`src/rtl/pvic_pkg.sv`:
```
package pvic_pkg;

    localparam int PRIO_W = 3;
    localparam int SUB_W  = 2;
    localparam int RANK_W = PRIO_W + SUB_W;
    localparam logic [PRIO_W-1:0] PRIO_TOP = 3'd7;

    typedef enum logic [2:0] {
        WR_ENABLE = 3'd0,
        WR_SET    = 3'd1,
        WR_CLEAR  = 3'd2,
        WR_LEVEL  = 3'd3,
        WR_CTRL   = 3'd4,
        WR_BASE   = 3'd5,
        WR_SPACE  = 3'd6
    } wr_kind_e;

    typedef struct packed {
        logic [PRIO_W-1:0] prio;
        logic [SUB_W-1:0]  sub;
    } vec_cfg_t;

    function automatic logic [RANK_W-1:0] rank_of(vec_cfg_t c);
        return {c.prio, c.sub};
    endfunction

    function automatic int home_vec(int src, int n_vec);
        return src % n_vec;
    endfunction

endpackage

```
`src/rtl/pvic_edge.sv`:
```
module pvic_edge #(
    parameter int N_EXT = 5
) (
    input  logic             clk,
    input  logic             rst,
    input  logic [N_EXT-1:0] pin,
    input  logic [N_EXT-1:0] pol,
    output logic [N_EXT-1:0] hit
);

    logic [N_EXT-1:0] prev_q;

    always_ff @(posedge clk) begin
        if (rst) prev_q <= '0;
        else     prev_q <= pin;
    end

    for (genvar i = 0; i < N_EXT; i++) begin : g_pin
        // polarity 1: low-to-high, polarity 0: high-to-low
        assign hit[i] = pol[i] ? (pin[i] & ~prev_q[i]) : (~pin[i] & prev_q[i]);
    end

endmodule

```
`src/rtl/pvic_flags.sv`:
```
module pvic_flags #(
    parameter int N_SRC = 96
) (
    input  logic             clk,
    input  logic             rst,
    input  logic [N_SRC-1:0] set,
    input  logic [N_SRC-1:0] clr,
    output logic [N_SRC-1:0] flags
);

    always_ff @(posedge clk) begin
        if (rst) flags <= '0;
        else     flags <= set | (flags & ~clr);
    end

    // a flag only drops when a clear was requested for it
    p_sticky_r13: assert property (@(posedge clk) disable iff (rst)
        !$past(rst) |-> ((($past(flags) & ~$past(clr)) & ~flags) == '0));

    // any set request leaves the flag raised on the next edge
    p_set_wins_r7: assert property (@(posedge clk) disable iff (rst)
        !$past(rst) |-> (($past(set) & ~flags) == '0));

endmodule

```
`src/rtl/pvic_arb.sv`:
```
module pvic_arb
    import pvic_pkg::*;
#(
    parameter int N_VEC = 64,
    parameter int VEC_W = $clog2(N_VEC)
) (
    input  logic             clk,
    input  logic             rst,
    input  logic [N_VEC-1:0] pend,
    input  vec_cfg_t         cfg [N_VEC],
    output logic             win_valid,
    output logic [VEC_W-1:0] win_idx,
    output vec_cfg_t         win_cfg
);

    // Ascending scan, replace only on a strictly larger rank:
    // equal ranks keep the lower vector number.
    always_comb begin
        win_valid = 1'b0;
        win_idx   = '0;
        win_cfg   = '0;
        for (int v = 0; v < N_VEC; v++) begin
            if (pend[v] && cfg[v].prio != '0 &&
                (!win_valid || rank_of(cfg[v]) > rank_of(win_cfg))) begin
                win_valid = 1'b1;
                win_idx   = VEC_W'(v);
                win_cfg   = cfg[v];
            end
        end
    end

    // a winner is always pending and never at priority 0
    p_winner_live_r2: assert property (@(posedge clk) disable iff (rst)
        win_valid |-> (pend[win_idx] && cfg[win_idx].prio != '0));

endmodule

```
`src/rtl/pvic_top.sv`:
```
module pvic_top
    import pvic_pkg::*;
#(
    parameter int N_SRC      = 96,
    parameter int N_VEC      = 64,
    parameter int N_EXT      = 5,
    parameter int SET_W      = 3,
    parameter int SHADOW_SET = 1,
    parameter int IDX_W      = $clog2(N_SRC),
    parameter int VEC_W      = $clog2(N_VEC)
) (
    input  logic             clk,
    input  logic             rst,
    input  logic [N_SRC-1:0] src_req,
    input  logic [N_EXT-1:0] ext_pin,
    input  logic             wr_en,
    input  logic [2:0]       wr_kind,
    input  logic [IDX_W-1:0] wr_idx,
    input  logic [31:0]      wr_data,
    input  logic [2:0]       core_prio,
    output logic             irq_out,
    output logic [VEC_W-1:0] vec_out,
    output logic [2:0]       lvl_out,
    output logic [SET_W-1:0] set_out,
    output logic [31:0]      vec_addr,
    output logic [N_SRC-1:0] flags_out
);

    localparam logic [31:0] SPACE_RST = 32'h20;

    wr_kind_e kind;
    assign kind = wr_kind_e'(wr_kind);

    // ---------------- configuration state ----------------
    logic [N_SRC-1:0] en_q;
    vec_cfg_t         cfg_q [N_VEC];
    logic             multi_q;
    logic [N_EXT-1:0] pol_q;
    logic [31:0]      base_q;
    logic [31:0]      space_q;

    always_ff @(posedge clk) begin
        if (rst) begin
            en_q    <= '0;
            for (int v = 0; v < N_VEC; v++) cfg_q[v] <= '0;
            multi_q <= 1'b0;
            pol_q   <= '1;
            base_q  <= '0;
            space_q <= SPACE_RST;
        end else if (wr_en) begin
            case (kind)
                WR_ENABLE: if (int'(wr_idx) < N_SRC) en_q[wr_idx] <= wr_data[0];
                WR_LEVEL:  if (int'(wr_idx) < N_VEC)
                               cfg_q[wr_idx[VEC_W-1:0]] <= '{prio: wr_data[2:0], sub: wr_data[4:3]};
                WR_CTRL: begin
                    multi_q <= wr_data[0];
                    pol_q   <= wr_data[N_EXT:1];
                end
                WR_BASE:   base_q  <= wr_data;
                WR_SPACE:  space_q <= wr_data;
                default: ;
            endcase
        end
    end

    // ---------------- flag set / clear decode ----------------
    logic [N_EXT-1:0] ext_hit;
    logic [N_SRC-1:0] ext_set, sw_set, sw_clr, set_all, flags;

    pvic_edge #(.N_EXT(N_EXT)) u_edge (
        .clk (clk),
        .rst (rst),
        .pin (ext_pin),
        .pol (pol_q),
        .hit (ext_hit)
    );

    always_comb begin
        ext_set = '0;
        ext_set[N_EXT-1:0] = ext_hit;
        for (int s = 0; s < N_SRC; s++) begin
            sw_set[s] = wr_en && kind == WR_SET   && int'(wr_idx) == s;
            sw_clr[s] = wr_en && kind == WR_CLEAR && int'(wr_idx) == s && wr_data[0];
        end
    end

    assign set_all = src_req | sw_set | ext_set;

    pvic_flags #(.N_SRC(N_SRC)) u_flags (
        .clk   (clk),
        .rst   (rst),
        .set   (set_all),
        .clr   (sw_clr),
        .flags (flags)
    );

    assign flags_out = flags;

    // ---------------- source to vector folding ----------------
    logic [N_VEC-1:0] pend;

    always_comb begin
        pend = '0;
        for (int s = 0; s < N_SRC; s++)
            if (flags[s] && en_q[s]) pend[home_vec(s, N_VEC)] = 1'b1;
    end

    logic             win_valid;
    logic [VEC_W-1:0] win_idx;
    vec_cfg_t         win_cfg;

    pvic_arb #(.N_VEC(N_VEC), .VEC_W(VEC_W)) u_arb (
        .clk       (clk),
        .rst       (rst),
        .pend      (pend),
        .cfg       (cfg_q),
        .win_valid (win_valid),
        .win_idx   (win_idx),
        .win_cfg   (win_cfg)
    );

    // ---------------- registered core-side outputs ----------------
    logic [VEC_W-1:0] vec_sel;
    assign vec_sel = multi_q ? win_idx : '0;

    always_ff @(posedge clk) begin
        if (rst) begin
            irq_out  <= 1'b0;
            vec_out  <= '0;
            lvl_out  <= '0;
            set_out  <= '0;
            vec_addr <= '0;
        end else begin
            irq_out <= win_valid && (win_cfg.prio > core_prio);
            if (win_valid) begin
                vec_out  <= vec_sel;
                lvl_out  <= win_cfg.prio;
                set_out  <= (win_cfg.prio == PRIO_TOP) ? SET_W'(SHADOW_SET) : '0;
                vec_addr <= base_q + 32'(vec_sel) * space_q;
            end else begin
                vec_out  <= '0;
                lvl_out  <= '0;
                set_out  <= '0;
                vec_addr <= base_q;
            end
        end
    end

    // the core is only interrupted above its own level
    p_above_core_r11: assert property (@(posedge clk) disable iff (rst)
        !$past(rst) && irq_out |-> lvl_out > $past(core_prio));

    // single-vector mode always reports the common vector
    p_single_vec_r5: assert property (@(posedge clk) disable iff (rst)
        !$past(rst) && !$past(multi_q) |-> vec_out == '0);

    // address tracks the reported vector number
    p_addr_r9: assert property (@(posedge clk) disable iff (rst)
        !$past(rst) |-> vec_addr == $past(base_q) + 32'(vec_out) * $past(space_q));

endmodule

```
`config.mk`:
```
export PLATFORM = sky130hd
export DESIGN_NAME = pvic_top
export DESIGN_NICKNAME = d
export VERILOG_FILES = /design/src/rtl/pvic_pkg.sv /design/src/rtl/pvic_edge.sv /design/src/rtl/pvic_flags.sv /design/src/rtl/pvic_arb.sv /design/src/rtl/pvic_top.sv
export SDC_FILE = /design/constraint.sdc
export NUM_CORES = 2
export LEC_CHECK = 0
export ABC_AREA = 1
export BUFFER_PORTS_ARGS = -buffer_cell sky130_fd_sc_hd__buf_2
export CAP_MARGIN = 20
export CORE_MARGIN = 1
export CORE_UTILIZATION = 55
export CTS_BUF_LIST = sky130_fd_sc_hd__clkbuf_8 sky130_fd_sc_hd__clkbuf_16
export DETAILED_ROUTE_END_ITERATION = 10
export PLACE_DENSITY = 0.69
export SLEW_MARGIN = 0
export SYNTH_ARGS = -nofsm -noshare
export SYNTH_HDL_FRONTEND = slang
export SYNTH_SLANG_ARGS = --single-unit
```
`constraint.sdc`:
```
create_clock -name clk -period 129 [get_ports clk]
set_input_delay 6.45 -clock clk [delete_from_list [all_inputs] [get_ports clk]]
set_output_delay 6.45 -clock clk [all_outputs]
set_load 0.02 [all_outputs]
```
### Word-level counts from Yosys, hierarchy flattened

Index checks and enable logic that the tools add are counted.

| storage, ports and cells | value |
|---|---|
| bits in registers | 632 |
| bits in read-only memories | 0 |
| input bits | 149 |
| word-level logic and storage cells | 1356 |
| memories | 0 |
| output and inout port bits | 141 |
| RAM bits | 0 |
| latch bits | 0 |

| cells by class | value |
|---|---|
| $lt $le $gt $ge | 70 |
| divide/modulo/power cells | 0 |
| equality and inequality tests | 102 |
| reduce and logical (&&, ||, !) cells | 714 |
| mux-type cells | 301 |
| add/sub/neg operators | 1 |
| shift-type cells | 0 |
| multipliers | 1 |
| bitwise logic cells | 27 |

Operators with widths:

| cell | number |
|---|---|
| logical AND 1 bit | 516 |
| equality test 7 bit (second input constant) | 64 |
| two-way mux 5 bit | 81 |
| bitwise mux 320 bit | 1 |
| > comparator 5 bit | 63 |
| two-way mux 6 bit | 33 |
| bitwise OR 96 bit | 2 |
| nonzero test 3 bit | 64 |
| two-way mux 1 bit | 168 |
| equality test 7 x 6 -> 1 bit (second input constant) | 16 |
| bitwise AND 96 bit | 1 |
| bitwise mux 96 bit | 1 |
| NOT 96 bit | 1 |
| bitwise OR 96 x 5 -> 96 bit | 1 |
| zero test 1 bit | 63 |
| logical OR 1 bit | 63 |
| equality test 7 x 5 -> 1 bit (second input constant) | 8 |
| adder 32 bit | 1 |
| multiplier 6 x 32 -> 32 bit | 1 |
| two-way mux 32 bit | 1 |
| two-way mux 4 bit | 8 |
| demux 5 bit (select 6 bit) | 1 |
| equality test 7 x 4 -> 1 bit (second input constant) | 4 |
| equality test 7 x 3 -> 1 bit (second input constant) | 2 |
| other kinds (21) | 52 |

### Logic depth before layout (Yosys ltp)

| depth | value |
|---|---|
| depth in word-level cells | 261 |
| gate-level depth with buffers | 766 |
| depth with buffers taken out | 706 |

### Hierarchy

From an unflattened synthesis, not the netlist that was laid out.

| second synthesis, totals | value |
|---|---|
| cells, all modules | 7052 |
| area, all modules | 47425.5 sq um |

By module, submodules not included:

| module | instances | area each (sq um) | cells an instance |
|---|---|---|---|
| pvic_top | 1 | 27950.6 | 3749 |
| pvic_arb | 1 | 15504.9 | 2772 |
| pvic_flags | 1 | 3726.1 | 491 |
| pvic_edge | 1 | 244.0 | 40 |

### Worst setup path before layout

OpenSTA, ideal clock, no wires.

| timing path | value |
|---|---|
| path kind | flip-flop to flip-flop |
| start | reg u_flags.flags[64] |
| end | reg vec_addr[31] |
| library setup time | 0.109 ns |
| setup slack | 53.485 ns |
| arrival | 75.407 ns |
| clock period less this slack | 75.515 ns |
| data required time | 128.891 ns |
| buffers on the path | 61 |
| cell stages (with the launch flop) | 743 |
| cells stage by stage | dfxtp_1 nand2_1 nand2_2 nand2_4 nor2_1 inv_1 ha_1 nand2_1 nor2_1 nand2_1 nand3_1 nand2_1 nand2_2 nand2_1 buf_4 o21ai_0 ha_1 nand2_1 [707 not listed] o21ai_0 a21oi_1 o21bai_1 nand3_1 nand2_1 nand3_1 nand2_1 nand3_1 o21ai_0 nand4_1 nand3b_1 nand2_1 nand2_1 nand2_1 nand2_1 nand3_1 nand2_1 inv_1 |

| between the ends | value |
|---|---|
| word-level cells in the longest chain between the ends | 260 |
| elaborated cells on any way between the ends | 449 |

RTL lines:

| item | RTL line | RTL |
|---|---|---|
| start: declaration | pvic_flags.sv:8 | `output logic [N_SRC-1:0] flags` |
| start signal: assignment | pvic_flags.sv:13 | `else flags <= set \| (flags & ~clr);` |
| logical AND 1 bit * | pvic_top.sv:105 | `if (flags[s] && en_q[s]) pend[home_vec(s, N_VEC)] = 1'b1;` |
| two-way mux 1 bit * | pvic_top.sv:105 |  |
| logical AND 1 bit * | pvic_arb.sv:23 | `if (pend[v] && cfg[v].prio != '0 &&` |
| two-way mux 5 bit or two-way mux 1 bit (tied branches) | pvic_arb.sv:23 |  |
| > comparator 5 bit or zero test 1 bit (tied branches) | pvic_arb.sv:24 | `(!win_valid \|\| rank_of(cfg[v]) > rank_of(win_cfg))) begin` |
| logical OR 1 bit | pvic_arb.sv:24 |  |
| logical AND 1 bit | pvic_arb.sv:23 |  |
| two-way mux 5 bit or two-way mux 1 bit (tied branches) | pvic_arb.sv:23 |  |
| [244 not listed] | -- |  |
| > comparator 5 bit or zero test 1 bit (tied branches) | pvic_arb.sv:24 |  |
| logical OR 1 bit | pvic_arb.sv:24 |  |
| logical AND 1 bit | pvic_arb.sv:23 |  |
| two-way mux 6 bit | pvic_arb.sv:23 |  |
| two-way mux 6 bit | pvic_top.sv:124 | `assign vec_sel = multi_q ? win_idx : '0;` |
| multiplier 6 x 32 -> 32 bit | pvic_top.sv:139 | `vec_addr <= base_q + 32'(vec_sel) * space_q;` |
| adder 32 bit | pvic_top.sv:139 |  |
| two-way mux 32 bit * | pvic_top.sv:135 | `if (win_valid) begin` |
| end signal: assignment | pvic_top.sv:139 |  |
| end signal: assignment | pvic_top.sv:144 | `vec_addr <= base_q;` |
| end: declaration | pvic_top.sv:25 | `output logic [31:0] vec_addr,` |

Mark *: on every way between the ends. The rest lies on a longest branch, timed or not.
A chain may end at the register's enable or synchronous reset.

### Final worst setup path

Ends and elaborated chain as after synthesis.

==> results.py <==
metrics = {
    "timing": {
        "fin_crit_sh": 0.670,
        "setup_tns_ns": 0,
        "finalCriticalPeriod_ns": 86.46,
        "tightest_slew_ns": 1.21,
        "whs_ns": 0.450,
        "slew_violations": 0,
        "final-setup-viol-count": 0,
        "timing.fmax_mhz": 11.6,
        "relSlewSlack": 0.191,
        "layout_setup_ws_ns": 42.54,
        "finClkSkew_ns": 0.0260,
        "rsz0062_at_grt": "false",
        "finalHoldViolCount": 0,
    },
    "synth": {
        "ys_top_cells_by_area": "dfxtp_1 28%, ha_1 8.4%, o21ai_0 8.0%",
        "async_flop_share": 0,
        "synth_area_mm2": 0.0445,
        "synth_top_area_share": 0.284,
        "ys_warn_count": 0,
        "synth_flop_cell": "dfxtp_1",
        "synthCells": 6364,
        "synth_edf_count": 0,
        "ys_ff_latch": 630,
        "synth_common_cells": "892 x nand2_1, 829 x nor2_1, 811 x inv_1",
        "syn-mean-instance-area_um2": 6.99,
        "yosysSeqAreaShare": 0.284,
        "post-synth-top-count-cell": "nand2_1",
        "yosysUniqueCellTypes": 57,
        "yosysTopAreaCell": "dfxtp_1",
    },
    "run_status": {
        "status": "finished clean",
    },
    "global_routing": {
        "grt-ovfl-total": 0,
        "met1_usage": 0.467,
        "met2_usage": 0.536,
        "grt_busiest_layer": "met2",
        "use_met3": 0.0634,
        "grt_util_all_layers": 0.344,
        "grt_pass1_vias": 40000,
        "grt_max_degree": 253,
        "grt_pass1_wl_um": 224000,
        "antenna_found_initial": 12,
    },
    "die": {
        "fp.dieArea_mm2": 0.0820,
        "start_util": 0.559,
        "pin_count": 290,
        "die_h_um": 286,
        "fp.dieW_um": 286,
        "core-area_mm2": 0.0795,
        "rows": 103,
    },
    "place": {
        "dp_hpwl_um": 103000,
        "numPortBuffers": 287,
        "dp_slack_ns": 43.87,
        "placed_area_mm2": 0.0459,
        "gp_congestion": 0.979,
    },
    "clocking": {
        "cts_buffers": 73,
        "cts_max_level": 3,
        "cts.clk_slew.worst_paths_ns": 0.06,
        "cts-root-buf": "clkbuf_16",
        "cts_resized": 0,
        "hold_buffers": 0,
        "cts.sinks": 630,
        "postCtsSetupRepairBufs": 0,
        "clockBufferDepth": 3,
        "cts_tree": "yes",
        "clkLatencyLatePin_ns": 0.65,
    },
    "routing": {
        "drtIter0Drc": 3708,
        "drc": 0,
        "wl_um": 144000,
        "via_per_inst": 5.71,
        "avgRoutedWirePerCell_um": 19.0,
        "final_antenna_net_count": 0,
        "dr_total_vias": 43400,
        "dr.pass1.iters": 8,
    },
    "worst_hold_path": {
        "hold_path_class": "flop to flop",
        "hold_start": "en_q[29]$_SDFFE_PP0P_",
    },
    "final_layout": {
        "drive_gt1_frac": 0.105,
        "fin_area_mm2": 0.0486,
        "final_nets": 7065,
        "fill_cells": 7514,
        "syn2layout_area_growth_pct": 9.26,
    },
    "pwr": {
        "p_leak_nw": 24.1,
        "power_density_mw_per_mm2": 9.39,
        "ir_drop_v": 0.0000119,
    },
    "worst_setup_path": {
        "crit_path_start": "u_flags.flags[64]$_SDFF_PP0_",
        "slowest_stage": "fa_1",
        "cp_common_cell": "nand2_1",
        "rrSetupSlack_ns": 42.54,
        "worstReg2RegEnd": "vec_addr[31]$_SDFF_PP0_",
        "required_ns": 129.52,
        "crit_type": "flop to flop",
        "arrival_ns": 86.99,
        "critPathLaunchType": "flop",
        "r2r_cells": 647,
        "path_max_fanout": 28,
        "crit_end": "vec_addr[31]$_SDFF_PP0_",
        "rr_startpoint": "u_flags.flags[64]$_SDFF_PP0_",
        "end_kind": "flop",
        "cpPeakStageDelay_ns": 0.51,
    },
    "flow_run": {
        "maxCapViolCount": 0,
    },
}
==> report_power, final <==
part	switching, W	internal (W)
registers	0.00000318	0.000198
logic	0.0000226	0.00000782
clock network	0.0000912	0.000134
total	0.000117	0.000339
==> cells in the final DEF, fill, tap and decap left out, types with 7 or more instances in the layout <==
master	count
nand2_4	23
o21bai_1	58
nand3_1	405
clkinv_2	11
xnor2_1	16
nand3b_1	37
nand2_2	120
o211ai_1	8
bufinv_16	9
buf_2	286
a31oi_1	57
nand3_2	24
dfxtp_1	629
inv_2	7
buf_4	26
o311ai_0	20
fa_1	137
o31ai_1	103
nor2_2	40
a311oi_1	71
xor2_1	15
nor3_1	63
nand4_1	16
inv_1	817
o311a_2	11
ha_1	300
nor2_1	827
a22o_1	30
clkbuf_8	20
a211oi_1	10
o21ai_0	714
clkbuf_16	73
nand2_1	891
a21oi_1	582
diode_2	8
clkinv_1	18
==> per-layer routing <==
| layer | vias up | wire length (um) |
|---|---|---|
| met1 | 20200 | 64200 |
| li1 | 21400 | - |
| met5 | - | 103 |
| met4 | 14 | 6290 |
| met3 | 293 | 11400 |
| met2 | 1491 | 62000 |
==> layout make-up <==
cell class              instances  area [um2]  share of cell area
repair buffers                317        1740              0.0358
multi-input cells            4620       27200               0.559
flip-flops and latches        630       12600               0.260
diodes                          8        20.0            0.000412
clock buffers                  93        2100              0.0433
clock inverters                38         468             0.00963
inverters                     837        3160              0.0649
well taps                    1050        1310              0.0270
==> how the worst min path moves through the flow <==
stage	end	slack, ns	cells past startpoint
2_1_floorplan	en_q[39]$_SDFFE_PP0P_	0.42	2
3_3_place_gp	en_q[29]$_SDFFE_PP0P_	0.43	2
3_5_place_dp	en_q[29]$_SDFFE_PP0P_	0.44	2
4_1_cts	en_q[29]$_SDFFE_PP0P_	0.45	2
5_1_grt	en_q[38]$_SDFFE_PP0P_	0.47	2
6_report	en_q[29]$_SDFFE_PP0P_	0.45	2
==> sequential cells by signal, indices dropped and copies added (netlist names), 3 cells and up <==
name           flops
en_q              96
pol_q              5
space_q           32
cfg_q            320
base_q            32
u_flags.flags     96
u_edge.prev_q      5
vec_out            6
lvl_out            3
vec_addr          32
==> worst max-delay path: cells and delay by family (launching register included) <==
| kind | cells | cell delay, ns |
|---|---|---|
| fa+ha+maj | 68 | 22.29 |
| buf+inv | 34 | 2.41 |
| compound gates | 98 | 20.13 |
| flops | 1 | 0.36 |
| simple gates | 447 | 40.81 |
==> logic make-up after synthesis <==
group | synth area share
buf+inv | 0.106
simple gates | 0.242
fa+ha+maj | 0.146
compound gates | 0.215
flops | 0.284
other cells | 0.0000843
xor+xnor | 0.00611
==> stage by stage <==
| step | instances | utilization | total power, W |
|---|---|---|---|
| 2_1_floorplan | 6365 | - | 0.000221 |
| 3_3_place_gp | 7451 | 0.577 | 0.000235 |
| 3_5_place_dp | 7451 | 0.577 | 0.000235 |
| 4_1_cts | 7582 | 0.610 | 0.000458 |
| 5_1_grt | 7589 | 0.611 | 0.000467 |
| 6_report | 7593 | 0.611 | 0.000456 |
(Power assumes the default switching activity.)
